--- config.mk ---
export PLATFORM = sky130hd
export DESIGN_NAME = instr_exc_entry
export DESIGN_NICKNAME = d
export VERILOG_FILES = /design/src/rtl/xs_pkg.sv /design/src/rtl/xs_classify.sv /design/src/rtl/xs_frame.sv /design/src/rtl/instr_exc_entry.sv
export SDC_FILE = /design/constraint.sdc
export NUM_CORES = 1
export LEC_CHECK = 0
export BUFFER_PORTS_ARGS = -buffer_cell sky130_fd_sc_hd__buf_2
export CAP_MARGIN = 20
export CORE_MARGIN = 5
export CORE_UTILIZATION = 43
export DETAILED_ROUTE_END_ITERATION = 8
export PLACE_DENSITY = 0.78
export SLEW_MARGIN = 20
export SYNTH_ARGS = -nofsm -noshare
export SYNTH_HDL_FRONTEND = slang
export SYNTH_HIERARCHICAL = 1
export SYNTH_SLANG_ARGS = --single-unit
--- constraint.sdc ---
create_clock -name clk -period 2.4 [get_ports clk]
set_input_delay 0.24 -clock clk [delete_from_list [all_inputs] [get_ports clk]]
set_output_delay 0.24 -clock clk [all_outputs]
set_load 0.01 [all_outputs]
--- src/rtl/xs_pkg.sv ---
package xs_pkg;

    localparam int SR_W      = 16;
    localparam int WORD_W    = 16;
    localparam int SR_SUPER  = 13;
    localparam int SR_TRACE0 = 14;
    localparam int SR_TRACE1 = 15;

    localparam logic [7:0] VEC_ILLEGAL = 8'd4;
    localparam logic [7:0] VEC_PRIV    = 8'd8;
    localparam logic [7:0] VEC_UNIMP_A = 8'd10;
    localparam logic [7:0] VEC_UNIMP_B = 8'd11;

    // Operation kinds that only supervisor code may run.
    typedef enum logic [3:0] {
        OPK_PLAIN        = 4'd0,
        OPK_AND_IMM_SR   = 4'd1,
        OPK_XOR_IMM_SR   = 4'd2,
        OPK_OR_IMM_SR    = 4'd3,
        OPK_SR_WRITE     = 4'd4,
        OPK_SR_READ      = 4'd5,
        OPK_USP_MOVE     = 4'd6,
        OPK_CTRL_MOVE    = 4'd7,
        OPK_ALT_SPACE    = 4'd8,
        OPK_CP_SAVE      = 4'd9,
        OPK_CP_RESTORE   = 4'd10,
        OPK_EXT_RESET    = 4'd11,
        OPK_EXC_RETURN   = 4'd12,
        OPK_HALT_WAIT    = 4'd13
    } op_kind_e;

    typedef enum logic [1:0] {
        ST_IDLE,
        ST_PUSH,
        ST_VEC,
        ST_LOAD
    } seq_state_e;

    typedef struct packed {
        logic [SR_W-1:0] sr;
        logic [7:0]      vec;
    } fault_ctx_t;

    function automatic logic is_supervisor_only(input logic [3:0] kind);
        return (kind >= OPK_AND_IMM_SR) && (kind <= OPK_HALT_WAIT);
    endfunction

    function automatic logic [SR_W-1:0] entry_sr(input logic [SR_W-1:0] sr);
        logic [SR_W-1:0] r;
        r            = sr;
        r[SR_SUPER]  = 1'b1;
        r[SR_TRACE1] = 1'b0;
        r[SR_TRACE0] = 1'b0;
        return r;
    endfunction

    function automatic logic [WORD_W-1:0] format_word(input logic [7:0] vec);
        return {4'h0, 2'b00, vec, 2'b00};
    endfunction

endpackage

--- src/rtl/xs_classify.sv ---
module xs_classify
    import xs_pkg::*;
(
    input  logic       instr_valid,
    input  logic       cls_illegal,
    input  logic       cls_unimpl_a,
    input  logic       cls_unimpl_b,
    input  logic [3:0] op_kind,
    input  logic       cp_priv_req,
    input  logic       supervisor,
    output logic       fault,
    output logic [7:0] vec
);
    logic priv_hit;

    always_comb begin
        priv_hit = !supervisor &&
                   ((instr_valid && is_supervisor_only(op_kind)) || cp_priv_req);
        fault = 1'b1;
        vec   = VEC_PRIV;
        if (instr_valid && cls_illegal)       vec = VEC_ILLEGAL;
        else if (instr_valid && cls_unimpl_a) vec = VEC_UNIMP_A;
        else if (instr_valid && cls_unimpl_b) vec = VEC_UNIMP_B;
        else if (priv_hit)                    vec = VEC_PRIV;
        else                                  fault = 1'b0;
    end
endmodule

--- src/rtl/xs_frame.sv ---
module xs_frame
    import xs_pkg::*;
#(
    parameter int ADDR_W = 32,
    localparam int PC_WORDS    = ADDR_W / WORD_W,
    localparam int FRAME_WORDS = PC_WORDS + 2,
    localparam int IDX_W       = $clog2(FRAME_WORDS)
) (
    input  logic [IDX_W-1:0]  idx,
    input  logic [ADDR_W-1:0] ssp,
    input  logic [ADDR_W-1:0] pc,
    input  fault_ctx_t        ctx,
    output logic [ADDR_W-1:0] addr,
    output logic [WORD_W-1:0] data
);
    localparam int WORD_BYTES = WORD_W / 8;

    logic [WORD_W-1:0] words [FRAME_WORDS];

    // Highest address first: format word, PC low to high, status last.
    assign words[0]             = format_word(ctx.vec);
    assign words[FRAME_WORDS-1] = ctx.sr;

    for (genvar g = 0; g < PC_WORDS; g++) begin : g_pc_word
        assign words[1+g] = pc[WORD_W*g +: WORD_W];
    end

    assign data = words[idx];
    assign addr = ssp - ((ADDR_W'(idx) + ADDR_W'(1)) * ADDR_W'(WORD_BYTES));
endmodule

--- src/rtl/instr_exc_entry.sv ---
module instr_exc_entry
    import xs_pkg::*;
#(
    parameter int ADDR_W = 32
) (
    input  logic              clk,
    input  logic              rst,
    input  logic              instr_valid,
    input  logic              cls_illegal,
    input  logic              cls_unimpl_a,
    input  logic              cls_unimpl_b,
    input  logic [3:0]        op_kind,
    input  logic              cp_priv_req,
    input  logic [15:0]       sr_in,
    input  logic [ADDR_W-1:0] pc_in,
    input  logic [ADDR_W-1:0] usp_in,
    input  logic [ADDR_W-1:0] ssp_in,
    input  logic [ADDR_W-1:0] vbr_in,
    output logic              busy,
    output logic              mem_we,
    output logic [ADDR_W-1:0] mem_addr,
    output logic [15:0]       mem_wdata,
    output logic              vec_rd,
    output logic [ADDR_W-1:0] vec_addr,
    input  logic [ADDR_W-1:0] vec_rdata,
    output logic              pc_we,
    output logic [ADDR_W-1:0] pc_out,
    output logic              sr_we,
    output logic [15:0]       sr_out,
    output logic              ssp_we,
    output logic [ADDR_W-1:0] ssp_out,
    output logic              usp_we,
    output logic [ADDR_W-1:0] usp_out
);
    localparam int PC_WORDS    = ADDR_W / WORD_W;
    localparam int FRAME_WORDS = PC_WORDS + 2;
    localparam int IDX_W       = $clog2(FRAME_WORDS);
    localparam int FRAME_BYTES = FRAME_WORDS * (WORD_W / 8);
    localparam logic [IDX_W-1:0] LAST_IDX = IDX_W'(FRAME_WORDS - 1);

    seq_state_e        state;
    logic [IDX_W-1:0]  idx;
    fault_ctx_t        ctx;
    logic [ADDR_W-1:0] ctx_pc, ctx_ssp, ctx_usp, ctx_vbr;

    logic       fault;
    logic [7:0] fault_vec;

    xs_classify u_classify (
        .instr_valid (instr_valid),
        .cls_illegal (cls_illegal),
        .cls_unimpl_a(cls_unimpl_a),
        .cls_unimpl_b(cls_unimpl_b),
        .op_kind     (op_kind),
        .cp_priv_req (cp_priv_req),
        .supervisor  (sr_in[SR_SUPER]),
        .fault       (fault),
        .vec         (fault_vec)
    );

    xs_frame #(.ADDR_W(ADDR_W)) u_frame (
        .idx (idx),
        .ssp (ctx_ssp),
        .pc  (ctx_pc),
        .ctx (ctx),
        .addr(mem_addr),
        .data(mem_wdata)
    );

    always_ff @(posedge clk) begin
        if (rst) begin
            state   <= ST_IDLE;
            idx     <= '0;
            ctx     <= '0;
            ctx_pc  <= '0;
            ctx_ssp <= '0;
            ctx_usp <= '0;
            ctx_vbr <= '0;
        end else begin
            case (state)
                ST_IDLE: if (fault) begin
                    state   <= ST_PUSH;
                    idx     <= '0;
                    ctx.sr  <= sr_in;
                    ctx.vec <= fault_vec;
                    ctx_pc  <= pc_in;
                    ctx_ssp <= ssp_in;
                    ctx_usp <= usp_in;
                    ctx_vbr <= vbr_in;
                end
                ST_PUSH: begin
                    if (idx == LAST_IDX) state <= ST_VEC;
                    else                 idx   <= idx + 1'b1;
                end
                ST_VEC:  state <= ST_LOAD;
                default: state <= ST_IDLE;
            endcase
        end
    end

    always_comb begin
        busy     = (state != ST_IDLE);
        mem_we   = (state == ST_PUSH);
        usp_we   = (state == ST_PUSH) && (idx == '0) && !ctx.sr[SR_SUPER];
        usp_out  = ctx_usp;
        vec_rd   = (state == ST_VEC);
        vec_addr = ctx_vbr + (ADDR_W'(ctx.vec) << 2);
        pc_we    = (state == ST_LOAD);
        pc_out   = vec_rdata;
        sr_we    = (state == ST_LOAD);
        sr_out   = entry_sr(ctx.sr);
        ssp_we   = (state == ST_LOAD);
        ssp_out  = ctx_ssp - ADDR_W'(FRAME_BYTES);
    end

    AST_ENTRY_PUSHES: assert property (@(posedge clk) disable iff (rst)
        $rose(busy) |-> mem_we);
    AST_ONE_PHASE: assert property (@(posedge clk) disable iff (rst)
        $onehot0({mem_we, vec_rd, pc_we}));
    AST_SR_ENTRY_BITS: assert property (@(posedge clk) disable iff (rst)
        sr_we |-> (sr_out[SR_SUPER] && !sr_out[SR_TRACE1] && !sr_out[SR_TRACE0]));
    AST_PUSH_DESCENDS: assert property (@(posedge clk) disable iff (rst)
        (mem_we && $past(mem_we)) |-> (mem_addr == $past(mem_addr) - ADDR_W'(2)));
    AST_FETCH_BEFORE_JUMP: assert property (@(posedge clk) disable iff (rst)
        pc_we |-> $past(vec_rd));
    AST_ILLEGAL_FIRST: assert property (@(posedge clk) disable iff (rst)
        (!busy && instr_valid && cls_illegal) |=>
            (mem_we && mem_wdata == format_word(VEC_ILLEGAL)));
    AST_SUPER_RUNS: assert property (@(posedge clk) disable iff (rst)
        (!busy && sr_in[SR_SUPER] && !cls_illegal && !cls_unimpl_a && !cls_unimpl_b)
            |=> !busy);
    AST_USP_AT_START: assert property (@(posedge clk) disable iff (rst)
        usp_we |-> $rose(busy));
    AST_BUSY_IGNORES: assert property (@(posedge clk) disable iff (rst)
        (busy && !pc_we) |=> busy);
endmodule

==> results by group, run 1 <==
Global routing
  • Total GRT Usage: 24.4%
  • Largest net degree at the start of global routing: just over 60
  • Vias in the first global route: 8695
  • Total grt overflow: 0
  • Antenna violations before repair: 4
  • First-pass GRT wire length: 43900 um

Flow run
  • Max-cap viol count: 0

Detailed routing
  • Overall routed net length: 29900 um
  • DR pass1 iterations: 6
  • DR iter-0 viols: 430
  • DRC Markers: 0
  • Routed vias: between 8000 and 9000
  • Final antenna-violating net count: 0
  • Wire length per cell after detailed routing: about 18 um
  • Vias per cell: approximately 5.3

Timing
  • Min Tclk post-route: approximately 2.9 ns
  • Max frequency: about 340 MHz
  • Slew Limit Fails: 0
  • Final Cycle Share: 123%
  • Headroom to the max-slew limit: 61.3%
  • RSZ-0062 raised after global routing: yes
  • Final Hold Fails: 0
  • Worst-Margin Slew: between 0.5 and 0.6 ns
  • Setup TNS: -15.92 ns
  • Clk_skew: just over 0.01 ns
  • Final setup slack of the worst path: -0.543 ns
  • # setup viols final: 70

Yosys
  • Post-synth cell types: 50
  • Seq cells post-synth: around 160
  • Top cell type's share of synthesized area: 37.7%
  • Fraction of registers with async set/reset: 0%
  • Area leader, netlist: dfxtp_1
  • Yosys warning count: 6
  • Post-synthesis sequential area ratio: 37.7%
  • Main synth FF type: dfxtp_1
  • Post-synth EDFFs: 0
  • Main area contributors after synthesis: dfxtp_1 38%, nand2_1 15%, a21oi_1 9.9%, xor2_1 5.9%, buf_4 5.5%
  • Syn avg cell area: about 7.6 um2
  • Mapped Area: 8290 um2
  • Mapped Cells: 1091

Power and ir drop
  • Pwr/cell area: 1210 nW/um2
  • Maximum vdd ir drop: slightly above 0.0007 V
  • P_leak: 5.87 nW

Clocking
  • Worst-Skew Late Latency: 0.42 ns
  • Clock Sinks: 156
  • TritonCTS clock tree: yes
  • Clk slew on worst S/H paths: 0.07 ns
  • Root buffer cell: clkbuf_16
  • Clock buffer depth: 2
  • H-tree depth: 4
  • CTS buffer count: 17
  • CTS Hold Buffers Added: 0

Place
  • Number of port buffers: 318
  • Detailed Place HPWL: 19800 um
  • Final GP Congestion: 0.911

Critical path
  • Slowest CP cell: or4_4
  • CP dominant cell by count: ha_4
  • Worst EP required: 2.16 ns
  • WS Path Type: flop to primary output
  • Crit path buf inv count: 4
  • Worst EP arrival: 2.70 ns
  • Cells along the critical path: ha_4, inv_2, ha_4, or4_4, buf_6, a21oi_4, nor3b_4, buf_4, xor2_1, buf_2
  • Family with the most delay on the worst path: simple AND/OR/NAND/NOR gates
  • Setup crit end kind: primary output
  • Crit path largest cell delay: 0.44 ns
  • CP Launch Type: flop
  • Crit-path max FO: 4

Cells and area
  • # nets final: 1633
  • Area growth, synth to finish: 47.3%
  • Final Util: between 60% and 70%
  • Share of layout cells above drive strength 1: 43.4%

Die
  • Core area: 18800 um2
  • Initial core utilization: 44.0%
  • FP Rows: 50
  • Die W: 149 um
  • IO Count: 386
  • Die area: ~22000 um2
  • Die Ht: around 150 um

Status
  • Status: complete, but fails checks
  • Failing checks: setup timing

Min path
  • Hold crit path type: input pin to flop
-- repair_timing --
action                                  CTS  global route
gates cloned                              3             0
pin swaps                                57            74
endpoints found under the setup margin   66            73
gates resized for setup                 162            85
buffers inserted                         26            26
-- metal layers --
layer / track usage (%) / share of wire [%] / routed length (um) / up-vias
met5: 0 / 0.090 / 27 / -
met4: 9.93 / 4.3 / 1290 / 4
met3: 6.14 / 7.6 / 2290 / 108
met2: 41.5 / 50 / 14800 / 402
met1: 29.5 / 38 / 11500 / 4228
li1: - / - / - / 4222
-- where the power goes --
part / internal [mW] / switching [mW]
Combinational: 3.61 / 4.67
Sequential: 3.23 / 0.541
Clock: 1.56 / 1.17
-- cell usage after synthesis, drive strengths merged (2+ instances only) --
library cell	count
xor2	56
mux2i	8
nor3b	4
and2	3
nand2	341
o31ai	2
a211oi	3
nor4b	2
nor2	32
or3	8
o211ai	2
clkbuf	54
buf	64
and3	2
mux4	8
ha	19
nand3	8
nand2b	7
conb	3
nand4	6
dfxtp	156
inv	22
nor2b	4
or4	10
nor4	15
nand3b	3
a21oi	164
xnor2	23
fa	2
nor3	30
a21o	2
o21ai	21
-- worst min-delay path: cells and delay by family --
kind | cells | cell delay [ns]
buf+inv | 1 | 0.09
compound gates | 1 | 0.05
simple gates | 1 | 0.04
-- kinds of logic (layout without fill, tap and decap cells) --
| kind of cell | Yosys count | count (layout) | synth area share [%] |
|---|---|---|---|
| multiplexers | 16 | 16 | 3.14 |
| AND/OR/NAND/NOR | 477 | 478 | 25.7 |
| other | 3 | 9 | 0.136 |
| flip-flops | 156 | 156 | 37.7 |
| buffers and inverters | 141 | 483 | 9.17 |
| XOR/XNOR | 79 | 79 | 8.43 |
| adder cells (fa/ha/maj) | 21 | 21 | 3.35 |
| AO/OA/AOI/OAI | 198 | 198 | 12.4 |
-- final timing paths --
path	from	to	slack (ns)	cells after the start
worst min-delay path	usp_in[16]	usp_out[16]$_SDFFE_PP0P_	0.05	3
worst max register to register	state[0]$_SDFFE_PP0P_	ctx_vbr[2]$_SDFFE_PP0P_	0.62	6
worst min register to register	ctx_pc[5]$_SDFFE_PP0P_	ctx_pc[5]$_SDFFE_PP0P_	0.45	2
worst max-delay path	idx[0]$_SDFFE_PP0P_	mem_addr[9]	-0.54	10
-- sequential cells by signal (all words and copies together) (netlist names) --
signal	cells
ctx_pc	32
ctx	11
idx	2
sr_out	13
ctx_vbr	32
state	2
ctx_ssp	32
usp_out	32
-- stage by stage --
stage	setup slack, ns	power (mW)	cell area, um2	cells	hold slack [ns]
after global routing	-0.619	15.6	12200	1700	0.0340
after global placement	-0.0915	10.0	10200	1619	0.438
final	-0.543	14.8	12200	1700	0.0471
after detailed placement	-0.123	10.1	10200	1619	0.446
after floorplan	-0.0109	7.61	8330	1095	0.376
after CTS	-0.409	13.8	11700	1679	0.0308
-- final cells by class --
class,instances,area (um2)
fillers,1472,6610
repair buffers,428,2640
diodes,2,5.00
clock buffers,18,429
multi-input cells,799,5400
well taps,260,325
inverters,23,92.6
flip-flops and latches,156,3170
clock inverters,14,161
-- cell usage in the layout (no fill, tap or decap), types with 10 or more instances in the layout --
master,Yosys,routed
nor3_4,1,23
nor2_1,32,18
dfxtp_2,0,17
clkbuf_16,0,17
a21oi_1,164,160
buf_2,2,316
nand2_1,341,330
ha_4,0,10
xor2_1,56,54
xnor2_1,22,16
buf_4,61,77
dfxtp_1,156,133
inv_1,22,19
buf_6,0,24
o21ai_0,21,15
nor2_4,0,12
Note: power is estimated with default switching activity, not from simulation.
==> run 2: changes to the inputs <==
--- a/config.mk
+++ b/config.mk
@@ -7,6 +7,7 @@
 export LEC_CHECK = 0
 export BUFFER_PORTS_ARGS = -buffer_cell sky130_fd_sc_hd__buf_2
 export CAP_MARGIN = 20
+export CORE_ASPECT_RATIO = 0.9
 export CORE_MARGIN = 5
 export CORE_UTILIZATION = 43
 export DETAILED_ROUTE_END_ITERATION = 8
==> run 2 against run 1 <==
Against the previous run:
- the run still ends with setup timing left
- final cell count decreased by 0.94%
- fmax rose by 5.0%
- critical path depth rose by 1
- total power decreased by 2.6%
- combinational power fell by 3.5%
- count of clock-buffer cells in the layout increased by 1
==> results by group, run 2 (synthesis results as in run 1) <==
Detailed routing
  • DRC Markers: 0 (unchanged)
  • Top Layer Used: met5
  • Routed vias: 8916 (-0.54%)
  • Vias per cell: 5.29 (+0.41%)
  • Final antenna-violating net count: 0 (unchanged)
  • Met1 Wirelength: 11600 um (+0.81%)
  • DR iter-0 viols: 573 (+33%)
  • WL met2: 13900 um (-5.9%)
  • DR pass1 iterations: 7 (+1)
  • Wire length per cell after detailed routing: 17.6 um (about the same)
  • Met3 wire len: 2480 um (+8.5%)
  • Overall routed net length: 29600 um (-0.95%)

Critical path
  • Setup crit end kind: primary output
  • Reg-to-Reg Start: idx[0]$_SDFFE_PP0P_
  • R2r worst-path depth: 7 (+1)
  • Worst EP arrival: 2.56 ns (-0.14 ns)
  • WS Path Type: flop to primary output
  • Worst EP required: 2.16 ns (about the same)
  • CP Launch Type: flop
  • CP startpoint: idx[0]$_SDFFE_PP0P_
  • Crit-path max FO: 3 (-1)

Timing
  • Final Hold Fails: 0 (unchanged)
  • RSZ-0062 raised after global routing: yes
  • Setup TNS: -13.41 ns (+2.50 ns)
  • Slew Limit Fails: 0 (unchanged)
  • Final setup slack of the worst path: -0.402 ns (+0.141 ns)
  • Min Tclk post-route: 2.80 ns (-0.141 ns)
  • Worst-Margin Slew: 0.760 ns (+0.180 ns)
  • Max frequency: 357 MHz (+5.0%)
  • Min Hold Slack: 0.0494 ns (+0.00230 ns)
  • # setup viols final: 68 (-2.9%)
  • Headroom to the max-slew limit: 49.3% (-12 points)
  • Final Cycle Share: 117% (-5.9 points)
  • Clk_skew: 0.00995 ns (-0.000225 ns)

Die
  • IO Count: 386 (unchanged)
  • Die Ht: 142 um (-4.8%)
  • Initial core utilization: 43.4% (-0.62 points)
  • Core area: 19100 um2 (+1.4%)
  • Die W: 156 um (+5.0%)
  • FP Rows: 48 (-4.0%)
  • Die area: 22200 um2 (about the same)

Power and ir drop
  • Sw power: 6.27 mW (-1.8%)
  • Internal: 8.13 mW (-3.3%)
  • Share of total power in the clock network: 18.3% (about the same)
  • Switching fraction of total power: 43.5% (+0.37 points)
  • P_leak: 5.81 nW (-1.1%)
  • Maximum vdd ir drop: 0.000574 V (-18%)
  • Seq pwr share: 26.2% (+0.7 points)
  • Combinational share of power: 55.6% (-0.5 points)
  • Pwr/cell area: 1190 nW/um2 (-1.5%)

Clocking
  • TritonCTS clock tree: yes
  • Clock Sinks: 156 (unchanged)
  • Clk slew on worst S/H paths: 0.07 ns (about the same)
  • Worst-Skew Late Latency: 0.42 ns (about the same)
  • CTS Hold Buffers Added: 0 (unchanged)
  • Root buffer cell: clkbuf_16
  • H-tree depth: 4 (unchanged)
  • Clock buffer depth: 2 (unchanged)
  • CTS buffer count: 17 (unchanged)

Min path
  • Hold Startpoint: ssp_in[13]
  • Hold crit path type: input pin to flop
  • Hold depth: 3 (unchanged)

Status
  • Failing checks: setup timing
  • Status: complete, but fails checks

Global routing
  • First-pass GRT wire length: 44200 um (+0.64%)
  • Vias in the first global route: 8632 (-0.72%)
  • Total grt overflow: 0 (unchanged)
  • Total GRT Usage: 24.7% (+0.33 points)
  • Antenna violations before repair: 7 (+3)
  • Largest net degree at the start of global routing: 85 (+37%)

Cells and area
  • Share of layout cells above drive strength 1: 42.4% (-0.96 points)
  • Register area: 3150 um2 (-0.40%)
  • # nets final: 1623 (-0.61%)
  • Area growth, synth to finish: 45.7%
  • Multi-input logic area: 5380 um2 (-0.44%)
  • Most frequent cells in the layout: 332 x nand2_1, 316 x buf_2, 160 x a21oi_1
  • Fill count: 1585 (+7.7%)
  • Most common cell after layout, fill and taps aside: nand2_1

Flow run
  • Max-cap viol count: 0 (unchanged)

Place
  • Final GP Congestion: 0.941 (+3.3%)
  • Detailed Place HPWL: 19300 um (-2.3%)
  • Number of port buffers: 318 (unchanged)
[run 2: worst paths after layout]
kind	slack [ns]	endpoint
worst max-delay path	-0.40	mem_addr[24]
worst min-delay path	0.05	ctx_ssp[13]$_SDFFE_PP0P_
worst max register to register	0.63	idx[1]$_SDFFE_PP0P_
worst min register to register	0.45	usp_out[23]$_SDFFE_PP0P_
[run 2: per-stage QoR]
stage | total power [mW] | setup slack (ns) | utilization, % | cell area (um2) | cells
floorplan | 7.61 | -0.0109 | - | 8330 | 1095
global placement | 9.88 | -0.0429 | 52.8 | 10100 | 1603
detailed placement | 10.0 | -0.116 | 52.8 | 10100 | 1603
CTS | 13.7 | -0.357 | 61.3 | 11700 | 1667
global route | 15.2 | -0.531 | 63.3 | 12100 | 1684
finish | 14.4 | -0.402 | 63.3 | 12100 | 1684
[run 2: layout make-up]
cell class / count / share of cell area (%)
Multi-Input combinational cell: 799 / 44.5
Sequential cell: 156 / 26.1
Timing Repair Buffer: 418 / 21.1
Clock buffer: 19 / 3.67
Tap cell: 250 / 2.59
Clock inverter: 13 / 1.09
Inverter: 23 / 0.735
Antenna cell: 6 / 0.124
[run 2: routing by layer]
layer,GRT usage (%),vias up
met1,31.4,4119
met5,0,-
li1,-,4213
met4,13.2,2
met2,38.8,467
met3,5.79,115
[run 2: power groups by stage]
stage | Clock [mW] | Combinational, mW | Sequential, mW
2_1_floorplan | 0 | 3.84 | 3.77
3_3_place_gp | 0 | 6.18 | 3.70
3_5_place_dp | 0 | 6.27 | 3.74
4_1_cts | 2.69 | 7.32 | 3.73
5_1_grt | 2.81 | 8.57 | 3.84
6_report | 2.63 | 8.00 | 3.76
[run 2: worst max-delay path: stages, from the launching register on]
cell and delay, ns:
dfxtp_4 0.36, ha_4 0.27, inv_4 0.04, ha_4 0.20
nor2b_1 0.13, o21ai_1 0.16, buf_4 0.17, nand3_4 0.11
buf_4 0.17, nor4_4 0.16, xor2_1 0.23, buf_2 0.17
[run 2: repair_timing]
item,in CTS,in global routing
setup buffers,29,13
setup endpoints to repair,68,76
gates cloned,3,0
gates resized for setup,179,60
pin swaps,59,54
==> run 3: changes to the inputs <==
--- a/config.mk
+++ b/config.mk
@@ -7,11 +7,10 @@
 export LEC_CHECK = 0
 export BUFFER_PORTS_ARGS = -buffer_cell sky130_fd_sc_hd__buf_2
 export CAP_MARGIN = 20
-export CORE_ASPECT_RATIO = 0.9
-export CORE_MARGIN = 5
-export CORE_UTILIZATION = 43
+export CORE_AREA = 5 5 146 148
 export DETAILED_ROUTE_END_ITERATION = 8
-export PLACE_DENSITY = 0.78
+export DIE_AREA = 0 0 151 153
+export PLACE_DENSITY = 0.73
 export SLEW_MARGIN = 20
 export SYNTH_ARGS = -nofsm -noshare
 export SYNTH_HDL_FRONTEND = slang
==> constraint.sdc (replaced) <==
create_clock -name clk -period 2.86 [get_ports clk]
set_input_delay 0.286 -clock clk [delete_from_list [all_inputs] [get_ports clk]]
set_output_delay 0.286 -clock clk [all_outputs]
set_load 0.01 [all_outputs]
==> run 3 against run 2 <==
Against the previous run:
- the run now ends clean
- highest routed layer unchanged
- die area rose by 4.2%
- sequential share of layout area increased by 2.6 points
- cell area down 9.1%
- global-route usage is 3.4 points lower
- critical endpoint is now mem_addr[10]
- sequential cell count is the same
==> results by group, run 3 (synthesis results as in run 1) <==
Detailed routing
  • DRC Markers: 0 (unchanged)
  • Overall routed net length: 26200 um (-12%)
  • Wire length per cell after detailed routing: 15.9 um (-9.3%)
  • Final antenna-violating net count: 0 (unchanged)
  • DR iter-0 viols: 532 (-7.2%)
  • Routed vias: 8335 (-6.5%)
  • Vias per cell: 5.08 (-4.1%)
  • DR pass1 iterations: 5 (-2)

Global routing
  • Antenna violations before repair: 4 (-3)
  • First-pass GRT wire length: 40000 um (-9.6%)
  • Largest net degree at the start of global routing: 104 (+22%)
  • Total grt overflow: 0 (unchanged)
  • Total GRT Usage: 21.3% (-3.4 points)
  • Vias in the first global route: 7740 (-10%)

Die
  • Initial core utilization: 41.7% (-1.8 points)
  • Die Ht: 153 um (+7.9%)
  • Die area: 23100 um2 (+4.2%)
  • Core area: 19900 um2 (+4.2%)
  • Die W: 151 um (-3.4%)
  • FP Rows: 52 (+8.3%)
  • IO Count: 386 (unchanged)

Critical path
  • Crit path largest cell delay: 0.47 ns (+0.11 ns)
  • Worst EP arrival: 2.57 ns (about the same)
  • WS Path Type: flop to primary output
  • Family with the most delay on the worst path: simple AND/OR/NAND/NOR gates
  • CP Launch Type: flop
  • Setup crit end kind: primary output
  • Crit path buf inv count: 3 (-1)
  • Crit-path max FO: 4 (+1)
  • Cells along the critical path: ha_4, inv_2, ha_4, or4_4, nor2_2, nand3b_1, buf_4, nor2_4, xor2_1, buf_2
  • Slowest CP cell: or4_4
  • CP dominant cell by count: ha_4
  • Worst EP required: 2.57 ns (+0.41 ns)

Timing
  • Min Tclk post-route: 2.86 ns
  • Clk_skew: 0.0103 ns (+0.000396 ns)
  • Setup TNS: 0 ns (+13.41 ns)
  • Min Hold Slack: 0.107 ns (+0.0577 ns)
  • Max frequency: about 350 MHz
  • Worst-Margin Slew: 0.761 ns (+0.00102 ns)
  • Final Cycle Share: 100%
  • Headroom to the max-slew limit: 49.2% (-0.068 points)
  • Slew Limit Fails: 0 (unchanged)
  • Final setup slack of the worst path: 0.00132 ns (+0.403 ns)
  • RSZ-0062 raised after global routing: yes
  • Final Hold Fails: 0 (unchanged)
  • # setup viols final: 0 (-100%)

Flow run
  • Max-cap viol count: 0 (unchanged)

Clocking
  • TritonCTS clock tree: yes
  • CTS buffer count: 17 (unchanged)
  • Clock Sinks: 156 (unchanged)
  • Clock buffer depth: 2 (unchanged)
  • Clk slew on worst S/H paths: 0.07 ns (about the same)
  • H-tree depth: 4 (unchanged)
  • Worst-Skew Late Latency: 0.41 ns (about the same)
  • Root buffer cell: clkbuf_16
  • CTS Hold Buffers Added: 0 (unchanged)

Cells and area
  • # nets final: 1565 (-3.6%)
  • Share of layout cells above drive strength 1: 34.9% (-7.5 points)
  • Area growth, synth to finish: 32.5%
  • Most common cell after layout, fill and taps aside: nand2_1
  • Most frequent cells in the layout: 340 x nand2_1, 318 x buf_2, 162 x a21oi_1
  • Layout Cells excl Fill: 1642 (-2.5%)

Power and ir drop
  • P_leak: 5.15 nW (-11%)
  • Overall Power: 11.2 mW (-22%)
  • Internal: 6.46 mW (-21%)
  • Combinational share of power: 48.9% (-6.7 points)
  • Maximum vdd ir drop: 0.000846 V (+47%)
  • Share of total power in the clock network: 22.3% (+4.0 points)
  • Pwr/cell area: 1020 nW/um2 (-15%)
  • Sw power: 4.70 mW (-25%)
  • Switching fraction of total power: 42.1% (-1.4 points)
  • Seq pwr share: 28.8% (+2.6 points)

Min path
  • Hold crit path type: input pin to flop

Status
  • Status: completed

Place
  • Placed instance count: 1584 (-1.2%)
  • Detailed Place HPWL: 18700 um (-3.0%)
  • Number of port buffers: 318 (unchanged)
  • Post-place setup slack: 0.230 ns (+0.346 ns)
  • Final GP Congestion: 0.940 (-0.11%)
==> run 3: layout make-up <==
class,count,area [um2]
multi-input combinational,798,4760
sequential,156,3150
inverter,23,88.8
timing repair buffer,361,1990
clock buffer,17,425
fill,1857,8920
clock inverter,15,224
tap,270,338
antenna,2,5.00
==> run 3: path summary, 6_finish.rpt <==
check / from / end / slack [ns] / cells past startpoint
min: ssp_in[14] / ctx_ssp[14]$_SDFFE_PP0P_ / 0.11 / 3
max: idx[0]$_SDFFE_PP0P_ / mem_addr[10] / 0.001 / 10
min reg2reg: ctx_vbr[1]$_SDFFE_PP0P_ / ctx_vbr[1]$_SDFFE_PP0P_ / 0.45 / 2
max reg2reg: state[0]$_SDFFE_PP0P_ / ctx[21]$_SDFFE_PP0P_ / 0.79 / 6
==> run 3: per-layer routing <==
| layer | part of all wire (%) | GRT usage, % | vias to the layer above | routed length [um] |
|---|---|---|---|---|
| li1 | - | - | 4076 | - |
| met1 | 41 | 27.4 | 3860 | 10700 |
| met2 | 48 | 34.1 | 320 | 12500 |
| met3 | 7.2 | 4.92 | 75 | 1880 |
| met4 | 3.9 | 8.94 | 4 | 1020 |
| met5 | 0.13 | 0 | - | 34 |
==> run 3: per-stage QoR <==
stage / instance area [um2] / util [%]
3_3_place_gp: 9770 / 49.1
6_report: 11000 / 55.2
5_1_grt: 11000 / 55.2
4_1_cts: 10600 / 53.3
3_5_place_dp: 9770 / 49.1
2_1_floorplan: 8310 / -
==> run 3: power groups by stage <==
| stage | combinational, mW | clock [mW] | sequential [mW] |
|---|---|---|---|
| 3_5_place_dp | 4.91 | 0 | 3.21 |
| 6_report | 5.46 | 2.49 | 3.21 |
| 4_1_cts | 5.10 | 2.56 | 3.17 |
| 3_3_place_gp | 4.86 | 0 | 3.18 |
| 2_1_floorplan | 3.20 | 0 | 3.16 |
| 5_1_grt | 5.97 | 2.66 | 3.28 |
==> run 3: what timing repair did <==
| item | CTS | global route |
|---|---|---|
| setup endpoints to repair | 35 | 42 |
| gates resized for setup | 37 | 52 |
| pin swaps | 3 | 24 |
| setup buffers | 1 | 22 |
| cloned | 0 | 1 |
==> run 3: worst register-to-register path: stages (launching register included) <==
cell	delay (ns)
dfxtp_1	0.34
inv_1	0.08
ha_1	0.32
and2_4	0.46
buf_12	0.42
nand2_1	0.22
a21oi_1	0.15
